[src/rtl/rtcl_pkg.sv]
package rtcl_pkg;
    localparam int CFG_W   = 32;
    localparam int IDX_W   = 7;
    localparam int DATA_W  = 8;
    localparam int ADDR_W  = IDX_W + 1;

    // Field positions inside the configuration word
    localparam int POS_UPPER_LOCK = 4;
    localparam int POS_LOWER_LOCK = 3;
    localparam int POS_UPPER_EN   = 2;

    // Protected window: indices WIN_BASE .. WIN_BASE + 2**WIN_LG - 1
    localparam logic [IDX_W-1:0] WIN_BASE = 7'h38;
    localparam int               WIN_LG   = 3;

    localparam logic [DATA_W-1:0] FILL_BYTE = 8'hFF;

    typedef struct packed {
        logic upper_lock;
        logic lower_lock;
        logic upper_en;
    } cfg_t;

    typedef struct packed {
        logic              req;
        logic              wr;
        logic              bank;
        logic [IDX_W-1:0]  index;
        logic [DATA_W-1:0] wdata;
    } acc_t;

    typedef struct packed {
        logic allow;
        logic in_window;
        logic bank_fenced;
        logic bank_off;
    } verdict_t;

    function automatic logic in_window(input logic [IDX_W-1:0] idx);
        return (idx >> WIN_LG) == (WIN_BASE >> WIN_LG);
    endfunction

    function automatic logic [CFG_W-1:0] pack_cfg(input cfg_t c);
        logic [CFG_W-1:0] w;
        w = '0;
        w[POS_UPPER_LOCK] = c.upper_lock;
        w[POS_LOWER_LOCK] = c.lower_lock;
        w[POS_UPPER_EN]   = c.upper_en;
        return w;
    endfunction
endpackage

[src/rtl/rtcl_cfg_reg.sv]
module rtcl_cfg_reg
    import rtcl_pkg::*;
(
    input  logic             clk,
    input  logic             rst,
    input  logic             we,
    input  logic [CFG_W-1:0] wdata,
    output cfg_t             cfg,
    output logic [CFG_W-1:0] rdata
);
    cfg_t cfg_q;
    logic unused_wbits;

    assign unused_wbits = ^{wdata[CFG_W-1:POS_UPPER_LOCK+1], wdata[POS_UPPER_EN-1:0]};

    always_ff @(posedge clk) begin
        if (rst) begin
            cfg_q <= '0;
        end else if (we) begin
            // protection bits only accumulate; the enable follows the write
            cfg_q.upper_lock <= cfg_q.upper_lock | wdata[POS_UPPER_LOCK];
            cfg_q.lower_lock <= cfg_q.lower_lock | wdata[POS_LOWER_LOCK];
            cfg_q.upper_en   <= wdata[POS_UPPER_EN];
        end
    end

    assign cfg   = cfg_q;
    assign rdata = pack_cfg(cfg_q);
endmodule

[src/rtl/rtcl_policy.sv]
module rtcl_policy
    import rtcl_pkg::*;
(
    input  cfg_t     cfg,
    input  acc_t     acc,
    output verdict_t verdict
);
    always_comb begin
        verdict.in_window   = in_window(acc.index);
        verdict.bank_off    = acc.bank && !cfg.upper_en;
        verdict.bank_fenced = verdict.in_window &&
                              (acc.bank ? cfg.upper_lock : cfg.lower_lock);
        verdict.allow       = !verdict.bank_off && !verdict.bank_fenced;
    end
endmodule

[src/rtl/rtcl_rd_stage.sv]
module rtcl_rd_stage
    import rtcl_pkg::*;
(
    input  logic              clk,
    input  logic              rst,
    input  logic              rd_req,
    input  logic              allow,
    input  logic [DATA_W-1:0] ram_rdata,
    output logic [DATA_W-1:0] rd_data,
    output logic              rd_valid,
    output logic              rd_done
);
    always_ff @(posedge clk) begin
        if (rst) begin
            rd_done  <= 1'b0;
            rd_valid <= 1'b0;
            rd_data  <= FILL_BYTE;
        end else begin
            rd_done  <= rd_req;
            rd_valid <= rd_req && allow;
            rd_data  <= (rd_req && allow) ? ram_rdata : FILL_BYTE;
        end
    end
endmodule

[src/rtl/rtcl_ram_guard.sv]
module rtcl_ram_guard
    import rtcl_pkg::*;
(
    input  logic              clk,
    input  logic              rst,
    input  logic              cfg_we,
    input  logic [CFG_W-1:0]  cfg_wdata,
    output logic [CFG_W-1:0]  cfg_rdata,
    input  logic              acc_req,
    input  logic              acc_write,
    input  logic              acc_bank,
    input  logic [IDX_W-1:0]  acc_index,
    input  logic [DATA_W-1:0] acc_wdata,
    output logic              ram_we,
    output logic [ADDR_W-1:0] ram_addr,
    output logic [DATA_W-1:0] ram_wdata,
    input  logic [DATA_W-1:0] ram_rdata,
    output logic [DATA_W-1:0] rd_data,
    output logic              rd_valid,
    output logic              rd_done
);
    cfg_t     cfg;
    acc_t     acc;
    verdict_t verdict;

    assign acc = '{req: acc_req, wr: acc_write, bank: acc_bank,
                   index: acc_index, wdata: acc_wdata};

    rtcl_cfg_reg u_cfg (
        .clk   (clk),
        .rst   (rst),
        .we    (cfg_we),
        .wdata (cfg_wdata),
        .cfg   (cfg),
        .rdata (cfg_rdata)
    );

    rtcl_policy u_policy (
        .cfg     (cfg),
        .acc     (acc),
        .verdict (verdict)
    );

    assign ram_addr  = {acc.bank, acc.index};
    assign ram_wdata = acc.wdata;
    assign ram_we    = acc.req && acc.wr && verdict.allow;

    rtcl_rd_stage u_rd (
        .clk       (clk),
        .rst       (rst),
        .rd_req    (acc.req && !acc.wr),
        .allow     (verdict.allow),
        .ram_rdata (ram_rdata),
        .rd_data   (rd_data),
        .rd_valid  (rd_valid),
        .rd_done   (rd_done)
    );
endmodule

[config.mk]
export PLATFORM = sky130hd
export DESIGN_NAME = rtcl_ram_guard
export DESIGN_NICKNAME = d
export VERILOG_FILES = /design/src/rtl/rtcl_pkg.sv /design/src/rtl/rtcl_cfg_reg.sv /design/src/rtl/rtcl_policy.sv /design/src/rtl/rtcl_rd_stage.sv /design/src/rtl/rtcl_ram_guard.sv
export SDC_FILE = /design/constraint.sdc
export NUM_CORES = 1
export LEC_CHECK = 0
export ABC_AREA = 0
export BUFFER_PORTS_ARGS = -buffer_cell sky130_fd_sc_hd__buf_2
export CAP_MARGIN = 15
export CORE_MARGIN = 5
export CORE_UTILIZATION = 27
export CTS_BUF_LIST = sky130_fd_sc_hd__clkbuf_16
export DETAILED_ROUTE_END_ITERATION = 10
export PLACE_DENSITY = 0.77
export SETUP_SLACK_MARGIN = 0.1
export SLEW_MARGIN = 20
export SYNTH_ARGS = -nofsm -noshare
export SYNTH_HDL_FRONTEND = slang
export SYNTH_SLANG_ARGS = --single-unit
[constraint.sdc]
create_clock -name clk -period 1 [get_ports clk]
set_clock_uncertainty 0.1 [all_clocks]
set_input_delay 0.2 -clock clk [delete_from_list [all_inputs] [get_ports clk]]
set_output_delay 0.2 -clock clk [all_outputs]
set_load 0.01 [all_outputs]
==> results of run 1 <==
worst paths after layout:
| check | endpoint | depth (start not counted) | slack (ps) | startpoint |
|---|---|---|---|---|
| worst max-delay path | ram_we | 3 | -320 | u_cfg.cfg[1]$_SDFFE_PP0P_ |
| worst min-delay path | u_rd.rd_data[1]$_SDFF_PP1_ | 3 | 50 | ram_rdata[1] |
| worst max register to register | u_rd.rd_data[6]$_SDFF_PP1_ | 3 | -30 | u_cfg.cfg[1]$_SDFFE_PP0P_ |
| worst min register to register | u_cfg.cfg[2]$_SDFFE_PP0P_ | 3 | 490 | u_cfg.cfg[2]$_SDFFE_PP0P_ |
metal layers:
metal	global-route usage (%)	vias to the layer above	share of wire (%)	routed length, um
met5	0	-	0	0
met4	6.736	0	1.6	27
met3	1.026	4	11	176
met2	12.39	35	58	972
met1	7.741	263	29	492
li1	-	288	-	-
layout by cell type (no fill, tap or decap), types with 3 or more instances in the layout:
cell type / instances
sky130_fd_sc_hd__buf_2: 31
sky130_fd_sc_hd__buf_4: 8
sky130_fd_sc_hd__buf_6: 10
sky130_fd_sc_hd__clkbuf_16: 3
sky130_fd_sc_hd__conb_1: 29
sky130_fd_sc_hd__dfxtp_1: 6
sky130_fd_sc_hd__dfxtp_2: 7
sky130_fd_sc_hd__inv_1: 9
sky130_fd_sc_hd__nor2_1: 3
sky130_fd_sc_hd__o2111ai_1: 8
cell type report:
type | count | area [um^2]
clock buffer | 3 | 75.07
clock inverter | 1 | 3.754
fill | 298 | 1917
inverter | 8 | 30.03
multi-input combinational | 49 | 314.1
sequential | 13 | 269.0
tap | 33 | 41.29
timing repair buffer | 49 | 327.8
sequential cells by signal, summed over array words and instances (netlist names):
register,flops
u_rd.rd_done,1
u_rd.rd_data,8
u_cfg.cfg,3
u_rd.rd_valid,1
repair_timing:
action	CTS	global route
endpoints found under the setup margin	24	24
gates resized for setup	8	7
setup buffers	1	0
power groups by stage:
stage	Clock [mW]	Combinational [mW]	Sequential [mW]
finish	0.721	0.273	0.550
global route	0.771	0.301	0.551
CTS	0.743	0.266	0.549
detailed placement	0	0.242	0.557
global placement	0	0.240	0.556
floorplan	0	0.261	0.567
critical path, cell delays in order (launching register included):
cell and delay, ps:
sky130_fd_sc_hd__dfxtp_2 330, sky130_fd_sc_hd__mux2i_4 150, sky130_fd_sc_hd__o2111a_1 180, sky130_fd_sc_hd__buf_2 130
synthesized netlist by cell type, drive strengths merged:
cell / instances
a21oi: 2
buf: 45
o2111a: 1
inv: 8
nor3b: 1
dfxtp: 13
nand2b: 1
conb: 1
o211a: 1
nand4b: 1
mux2i: 2
o2111ai: 8
nor2: 3
clkbuf: 1
cells by family (layout without fill, tap and decap cells):
| kind of cell | Yosys count | count (layout) |
|---|---|---|
| multiplexers | 2 | 2 |
| AO/OA/AOI/OAI | 12 | 12 |
| other | 1 | 29 |
| flip-flops | 13 | 13 |
| AND/OR/NAND/NOR | 6 | 6 |
| buffers and inverters | 54 | 61 |
per-stage QoR:
step	instance area, um^2	hold WS, ps
after floorplan	955.9	165.0
after global placement	908.4	295.9
after detailed placement	908.4	295.3
after CTS	1035	53.66
after global routing	1061	62.08
final	1061	52.87
==> metrics, run 1 <==
outcome=complete, but fails checks; failing checks=negative setup slack; final cycle utilization of the critical path=132.3%; Post-CTS Hold Fix Bufs=0; library cell used as clock root buffer=sky130_fd_sc_hd__clkbuf_16; total wirelength of the detailed-routed design=1669 um; synthesized-area fraction occupied by ao, oa, aoi and oai cells=12.33%; vertical die dimension=65.18 um; setup-violating endpoint count in the final report=12; internal cell power=1.189 mW; proportion of netlist area held by the largest area contributor=41.10%; Core Box Area=2978 um^2; XOR/XNOR share of the synthesized area=0%; switching fraction of total power=23.00%; global-route wire length before repair=2359 um; maximum clock frequency=0.7557 GHz; share of layout cells above drive strength 1=52.03%; category of the worst setup path capture point=output pin; maximum number of buffers from clock root to sink=2; netlist area before placement=822.0 um^2; post-placement cell count=151; CTS Buf Count=3; post-detailed-placement half-perimeter wirelength=1248 um; WL per Instance=10.70 um; Layout Nets=185; clock network fraction of total power=46.7%; Combinational Power Share=17.7%; Max-Cap Viols=0; gate count of the mapped netlist=88; time the final worst path needs with I/O delays and setup=1323 ps; leftover overflow at the end of global routing=0; Simple-Gate Fraction of Synth Area=6.240%; arrival time at the worst endpoint=1020 ps; setup ws final=-323.3 ps; largest family of logic cells by synthesized area=buffers and inverters; share of the core filled with cells=35.63%; Initial Util=27.61%; top cell type by total area after synthesis=sky130_fd_sc_hd__buf_4; register area share after synthesis=31.66%; total die area=4248 um^2; Post-Route Setup TNS=-884.6 ps; unrepaired setup endpoints after global routing=true; ANT nets after route=0; top cells by area in the synthesized netlist=sky130_fd_sc_hd__buf_4 (41%), sky130_fd_sc_hd__dfxtp_1 (32%), sky130_fd_sc_hd__o2111ai_1 (8.5%); final total power=1.544 mW; flops & latches, synth=13; placement row count=20; global router's overall resource usage=7.312%; number of H-tree levels=1; DRC violation total after the first TritonRoute iteration=66; count of input and output buffers=39; source-to-sink clock delay at the later pin of the worst-skew pair=240 ps; total via count after detailed routing=590; number of slew-limit violations in the final report=0; number of distinct standard cells referenced by the synthesized netlist=15; areal power density over the cells=1455 nW/um^2; number of primary I/O pins=120; Worst Setup Slack post-DPL=-173.2 ps; number of design rule violations left after detail routing=0; Post-Layout Cell Count=156; leakage component of the power=0.5623 nW; final weighted congestion in routability-driven placement=0.6484; clk sinks=13; kind of critical path=register to output pin; via count of the first global-routing pass=542; number of hold-slack violations in the final timing report=0; Critical Path Source Type=register; Via density=3.782; P_sw=0.3550 mW; Synth-to-Final Area Change=29.07%; peak fanout along the critical path=2; worst vdd ir=503.3 uV; worst min path class=input port to register; Syn Area/Cell=9.341 um^2; CTS tree=built; ant diodes=0; Sequential Power Share=35.6%; mux contribution to synthesized area=3.957%; Die Width=65.18 um; iteration count of the initial detailed-routing pass=2; number of warnings issued by yosys=0; antenna violations before repair=0; maximum number of pins on one net before global-route repair=11; Clock transition at path regs=40 ps; required time at the endpoint of the critical path=700 ps; post-synthesis adder-cell area fraction=0%
Power figures use the tool's default switching activity.
==> run 2: changes to the inputs <==
--- a/config.mk
+++ b/config.mk
@@ -18,3 +18,4 @@
 export SYNTH_ARGS = -nofsm -noshare
 export SYNTH_HDL_FRONTEND = slang
 export SYNTH_SLANG_ARGS = --single-unit
+export TNS_END_PERCENT = 50
==> run 2 against run 1 <==
Compared with the run above: the run still ends with negative setup slack left; combinational power fell by 2%; worst hold slack barely moved; via count rose by 0.51%; critical path depth did not move; largest power group unchanged; power fell by 0.17%; routed wire length rose by 6.0%; final cell count rose by 0.64%; largest cell class unchanged; cell area fell by 3.9%.
==> metrics, run 2 (synthesized netlist as in run 1, its figures left out) <==
library cell used as clock root buffer=sky130_fd_sc_hd__clkbuf_16; post-detailed-placement half-perimeter wirelength=1318 um; number of hold-slack violations in the final timing report=0; number of primary I/O pins=120; Die Width=65.18 um; number of H-tree levels=1; Max-Cap Viols=0; category of the worst setup path capture point=output pin; Synth-to-Final Area Change=24.05%; total die area=4248 um^2; outcome=complete, but fails checks; total wirelength of the detailed-routed design=1769 um; Critical Path Source Type=register; failing checks=negative setup slack; time the final worst path needs with I/O delays and setup=1328 ps; maximum number of pins on one net before global-route repair=11; unrepaired setup endpoints after global routing=true; CTS tree=built; setup ws final=-328.3 ps; ant diodes=0; WL per Instance=11.27 um; antenna violations before repair=0; Post-CTS Hold Fix Bufs=0; DRC violation total after the first TritonRoute iteration=42; setup-violating endpoint count in the final report=10; via count of the first global-routing pass=524; iteration count of the initial detailed-routing pass=2; commonest cells after routing, fill and taps aside=sky130_fd_sc_hd__buf_2 (36), sky130_fd_sc_hd__conb_1 (29), sky130_fd_sc_hd__dfxtp_1 (10); number of slew-limit violations in the final report=0; total via count after detailed routing=593; final weighted congestion in routability-driven placement=0.6389; Layout Nets=186; ANT nets after route=0; Initial Util=27.61%; share of layout cells above drive strength 1=48.39%; maximum clock frequency=0.7529 GHz; peak fanout along the critical path=2; Post-Route Setup TNS=-912.0 ps; worst min path class=input port to register; arrival time at the worst endpoint=1030 ps; worst setup path start=u_cfg.cfg[1]$_SDFFE_PP0P_; Largest Register=u_rd.rd_data; Clock transition at path regs=40 ps; leftover overflow at the end of global routing=0; clk sinks=13; number of design rule violations left after detail routing=0; Core Box Area=2978 um^2; required time at the endpoint of the critical path=700 ps; global-route wire length before repair=2456 um; count of input and output buffers=39; launch instance of the worst register-to-register path=u_cfg.cfg[1]$_SDFFE_PP0P_; share of the core filled with cells=34.24%; worst vdd ir=500.8 uV; placement row count=20; vertical die dimension=65.18 um; areal power density over the cells=1511 nW/um^2; max reg flops=8; worst hold slack after final layout=52.66 ps; global router's overall resource usage=7.786%; commonest non-fill, non-tap cell in the layout=sky130_fd_sc_hd__buf_2; maximum number of buffers from clock root to sink=2; Min-Delay Startpoint=ram_rdata[1]; final cycle utilization of the critical path=132.8%; CTS Buf Count=3; Via density=3.777; leakage component of the power=0.5462 nW; kind of critical path=register to output pin; source-to-sink clock delay at the later pin of the worst-skew pair=240 ps
==> run 2: cell count changes in the layout (fill, tap and decap cells not counted), sizes merged <==
cell,change
buf,+1
==> run 2: per-layer routing <==
| layer | vias up | wire (um) | global-route usage [%] |
|---|---|---|---|
| li1 | 289 | - | - |
| met5 | - | 0 | 0 |
| met2 | 40 | 930 | 13.15 |
| met4 | 0 | 65 | 7.513 |
| met1 | 256 | 573 | 7.870 |
| met3 | 8 | 200 | 1.538 |
==> run 2: timing repair <==
item | CTS | global route
cloned | 0 | 0
pin swaps | 0 | 1
setup buffers | 1 | 3
resized for setup | 5 | 3
setup endpoints to repair | 23 | 24
==> run 2: worst paths after layout <==
path,end,slack [ps],cells past startpoint
worst max-delay path,ram_we,-330,3
worst min-delay path,u_rd.rd_data[1]$_SDFF_PP1_,50,3
worst max register to register,u_rd.rd_data[2]$_SDFF_PP1_,-30,3
worst min register to register,u_cfg.cfg[2]$_SDFFE_PP0P_,510,3
==> run 2: worst max-delay path: stages (launching register included) <==
cell and delay (ps):
sky130_fd_sc_hd__dfxtp_2 330, sky130_fd_sc_hd__mux2i_4 150, sky130_fd_sc_hd__o2111a_1 180, sky130_fd_sc_hd__buf_2 130
==> run 2: final cells by class <==
| class | instances | area (um^2) |
|---|---|---|
| Tap cell | 33 | 41.29 |
| Fill cell | 298 | 1958 |
| Multi-Input combinational cell | 49 | 297.8 |
| Clock inverter | 1 | 3.754 |
| Clock buffer | 3 | 75.07 |
| Inverter | 8 | 30.03 |
| Timing Repair Buffer | 50 | 307.8 |
| Sequential cell | 13 | 264.0 |
==> run 2: power by group <==
| part | internal (mW) | switching [mW] |
|---|---|---|
| combinational | 0.118 | 0.149 |
| sequential | 0.539 | 0.00872 |
| clock | 0.525 | 0.201 |
| total | 1.18 | 0.359 |
==> run 2: per-stage QoR <==
stage | area [um^2] | instances | power [mW] | setup WS [ps]
after floorplan | 939.7 | 116 | 0.8235 | -127.9
after global placement | 884.6 | 150 | 0.7847 | -223.3
after detailed placement | 884.6 | 150 | 0.7883 | -219.4
after CTS | 997.2 | 155 | 1.538 | -311.1
after global routing | 1020 | 157 | 1.602 | -357.5
final | 1020 | 157 | 1.541 | -328.3
==> run 3: changes to the inputs <==
--- a/config.mk
+++ b/config.mk
@@ -5,14 +5,15 @@
 export SDC_FILE = /design/constraint.sdc
 export NUM_CORES = 1
 export LEC_CHECK = 0
-export ABC_AREA = 0
+export ABC_AREA = 1
 export BUFFER_PORTS_ARGS = -buffer_cell sky130_fd_sc_hd__buf_2
 export CAP_MARGIN = 15
 export CORE_MARGIN = 5
-export CORE_UTILIZATION = 27
+export CORE_UTILIZATION = 26
 export CTS_BUF_LIST = sky130_fd_sc_hd__clkbuf_16
 export DETAILED_ROUTE_END_ITERATION = 10
-export PLACE_DENSITY = 0.77
+export HOLD_SLACK_MARGIN = 0.06
+export PLACE_DENSITY = 0.76
 export SETUP_SLACK_MARGIN = 0.1
 export SLEW_MARGIN = 20
 export SYNTH_ARGS = -nofsm -noshare
==> run 3 against run 2 <==
Compared with the run above: the flow still finishes with violations (negative setup slack); maximum frequency rose by 1.4%; critical path depth increased by 1; non-clock buffer count is 1 higher; clock power increased by 1%; die area increased by 0.86%; register-to-register slack barely moved; sequential power barely moved; first-iteration DRC count decreased by 69%; core utilization increased by 1.8 points; synthesized cell count up 13%; sequential share of layout area shrank 1.2 points; critical path type unchanged; largest cell class unchanged.
==> metrics, run 3 <==
final cycle utilization of the critical path=130.9%; Simple-Gate Fraction of Synth Area=15.96%; unrepaired setup endpoints after global routing=true; max reg flops=8; hold-critical path depth=3; iteration count of the initial detailed-routing pass=4; top cells by area in the synthesized netlist=sky130_fd_sc_hd__buf_4 (42%), sky130_fd_sc_hd__dfxtp_1 (33%), sky130_fd_sc_hd__nand4_1 (6.3%); vertical die dimension=65.46 um; setup ws final=-309.4 ps; total via count after detailed routing=621; share of the core filled with cells=36.00%; time the final worst path needs with I/O delays and setup=1309 ps; synthesized-area fraction occupied by ao, oa, aoi and oai cells=1.252%; number of primary I/O pins=120; gate count of the mapped netlist=99; slowest stage cell, crit path=sky130_fd_sc_hd__dfxtp_2; WL per Instance=9.515 um; worst vdd ir=491.8 uV; number of inserted filler cells in the final layout=315; most frequently used flop master after synthesis=sky130_fd_sc_hd__dfxtp_1; Critical Path Source Type=register; arrival time at the worst endpoint=1010 ps; delay of the slowest cell on the worst path=310 ps; placement row count=20; Largest Register=u_rd.rd_data; global-route wire length before repair=2221 um; CTS Buf Count=3; leading post-synthesis cells by instance count=sky130_fd_sc_hd__buf_4 (45), sky130_fd_sc_hd__dfxtp_1 (13), sky130_fd_sc_hd__inv_1 (11); Syn Area/Cell=8.076 um^2; Core Box Area=3003 um^2; commonest cells after routing, fill and taps aside=sky130_fd_sc_hd__buf_2 (33), sky130_fd_sc_hd__conb_1 (29), sky130_fd_sc_hd__inv_1 (12); Via density=3.675; maximum number of pins on one net before global-route repair=11; leftover overflow at the end of global routing=0; Synth-to-Final Area Change=35.21%; number of design rule violations left after detail routing=0; worst min path class=input port to register; launch instance of the worst register-to-register path=u_cfg.cfg[0]$_SDFFE_PP0P_; post-detailed-placement half-perimeter wirelength=1280 um; setup-violating endpoint count in the final report=13; failing checks=negative setup slack; via count of the first global-routing pass=531; CP cell instances=or2_4 -> nand2_4 -> nor2_4 -> buf_6; Reg2Reg Depth=5; source-to-sink clock delay at the later pin of the worst-skew pair=240 ps; register area share after synthesis=32.55%; worst setup path start=u_cfg.cfg[0]$_SDFFE_PP0P_; Worst Setup Slack post-DPL=-183.2 ps; DRC violation total after the first TritonRoute iteration=13; number of hold-slack violations in the final timing report=0; dpl cell area=887.1 um^2; maximum number of buffers from clock root to sink=2; outcome=complete, but fails checks; antenna violations before repair=0; proportion of netlist area held by the largest area contributor=42.25%; netlist area before placement=799.5 um^2; count of input and output buffers=39; global router's overall resource usage=6.867%; Die Width=65.46 um; Min-Delay Startpoint=ram_rdata[1]; library cell used as clock root buffer=sky130_fd_sc_hd__clkbuf_16; most common cell in the synthesized netlist=sky130_fd_sc_hd__buf_4; final weighted congestion in routability-driven placement=0.7200; Clock transition at path regs=40 ps; number of slew-limit violations in the final report=0; clk sinks=13; peak fanout along the critical path=2; areal power density over the cells=1443 nW/um^2; finished layout cell area=1081 um^2; post-synthesis adder-cell area fraction=0%; category of the worst setup path capture point=output pin; mux contribution to synthesized area=1.252%; commonest non-fill, non-tap cell in the layout=sky130_fd_sc_hd__buf_2; top cell type by total area after synthesis=sky130_fd_sc_hd__buf_4; kind of critical path=register to output pin; number of flops mapped to enable cells by yosys=0; Post-Route Setup TNS=-751.5 ps; XOR/XNOR share of the synthesized area=0%; total wirelength of the detailed-routed design=1608 um; number of distinct standard cells referenced by the synthesized netlist=14; number of warnings issued by yosys=0; largest family of logic cells by synthesized area=buffers and inverters; required time at the endpoint of the critical path=700 ps; leakage component of the power=0.5926 nW; ant diodes=0; flops & latches, synth=13; share of layout cells above drive strength 1=50.74%; Initial Util=26.63%; maximum clock frequency=0.7637 GHz; Max-Cap Viols=0; number of H-tree levels=1; ANT nets after route=0; total die area=4284 um^2; CTS tree=built; fraction of synthesis flops using an asynchronous set or reset pin=0%; Layout Nets=198; worst hold slack after final layout=54.12 ps
-- run 3: cells by family after synthesis --
group,count (synthesis)
compound gates,2
flops,13
mux,1
simple gates,24
other cells,1
buf+inv,58
-- run 3: path summary, 6_finish.rpt --
path / endpoint / slack, ps
hold reg to reg: u_cfg.cfg[1]$_SDFFE_PP0P_ / 470
hold / removal: u_rd.rd_data[1]$_SDFF_PP1_ / 50
setup / recovery: ram_we / -310
setup reg to reg: u_rd.rd_valid$_SDFF_PP0_ / -40
-- run 3: timing repair --
action / 4_1_cts / 5_1_grt
resized for setup: 10 / 13
endpoints found under the hold margin: 3 / 0
pin swaps: 2 / 3
buffers inserted: 3 / 3
endpoints found under the setup margin: 23 / 24
-- run 3: final cells by class --
class	instances	area [um^2]	share of cell area, %
clock buffer	3	75.07	6.944
clock inverter	1	3.754	0.3472
inverter	12	45.04	4.167
multi-input combinational	56	295.3	27.31
sequential	13	266.5	24.65
tap	33	41.29	3.819
timing repair buffer	51	354.1	32.75
-- run 3: per-layer routing --
layer,vias up,share of wire [%],global-route usage (%)
li1,304,-,-
met1,270,33,6.133
met2,42,52,11.88
met3,5,13,2.906
met4,0,2.4,5.699
met5,-,0,0
-- run 3: where the power goes --
part	switching [mW]	internal, mW
Sequential	0.00773	0.539
Combinational	0.151	0.128
Clock	0.207	0.526
Total	0.366	1.19
-- run 3: worst max-delay path, delay by kind of cell, from the launching register on --
kind,cells,cell delay [ps]
buffers and inverters,1,110
DFF,1,310
and+or+nand+nor,3,340
-- run 3: through the flow --
| stage | power, mW | instances |
|---|---|---|
| after detailed placement | 0.7815 | 161 |
| after global placement | 0.7787 | 161 |
| final | 1.559 | 169 |
| after CTS | 1.551 | 167 |
| after floorplan | 0.8194 | 127 |
| after global routing | 1.641 | 169 |
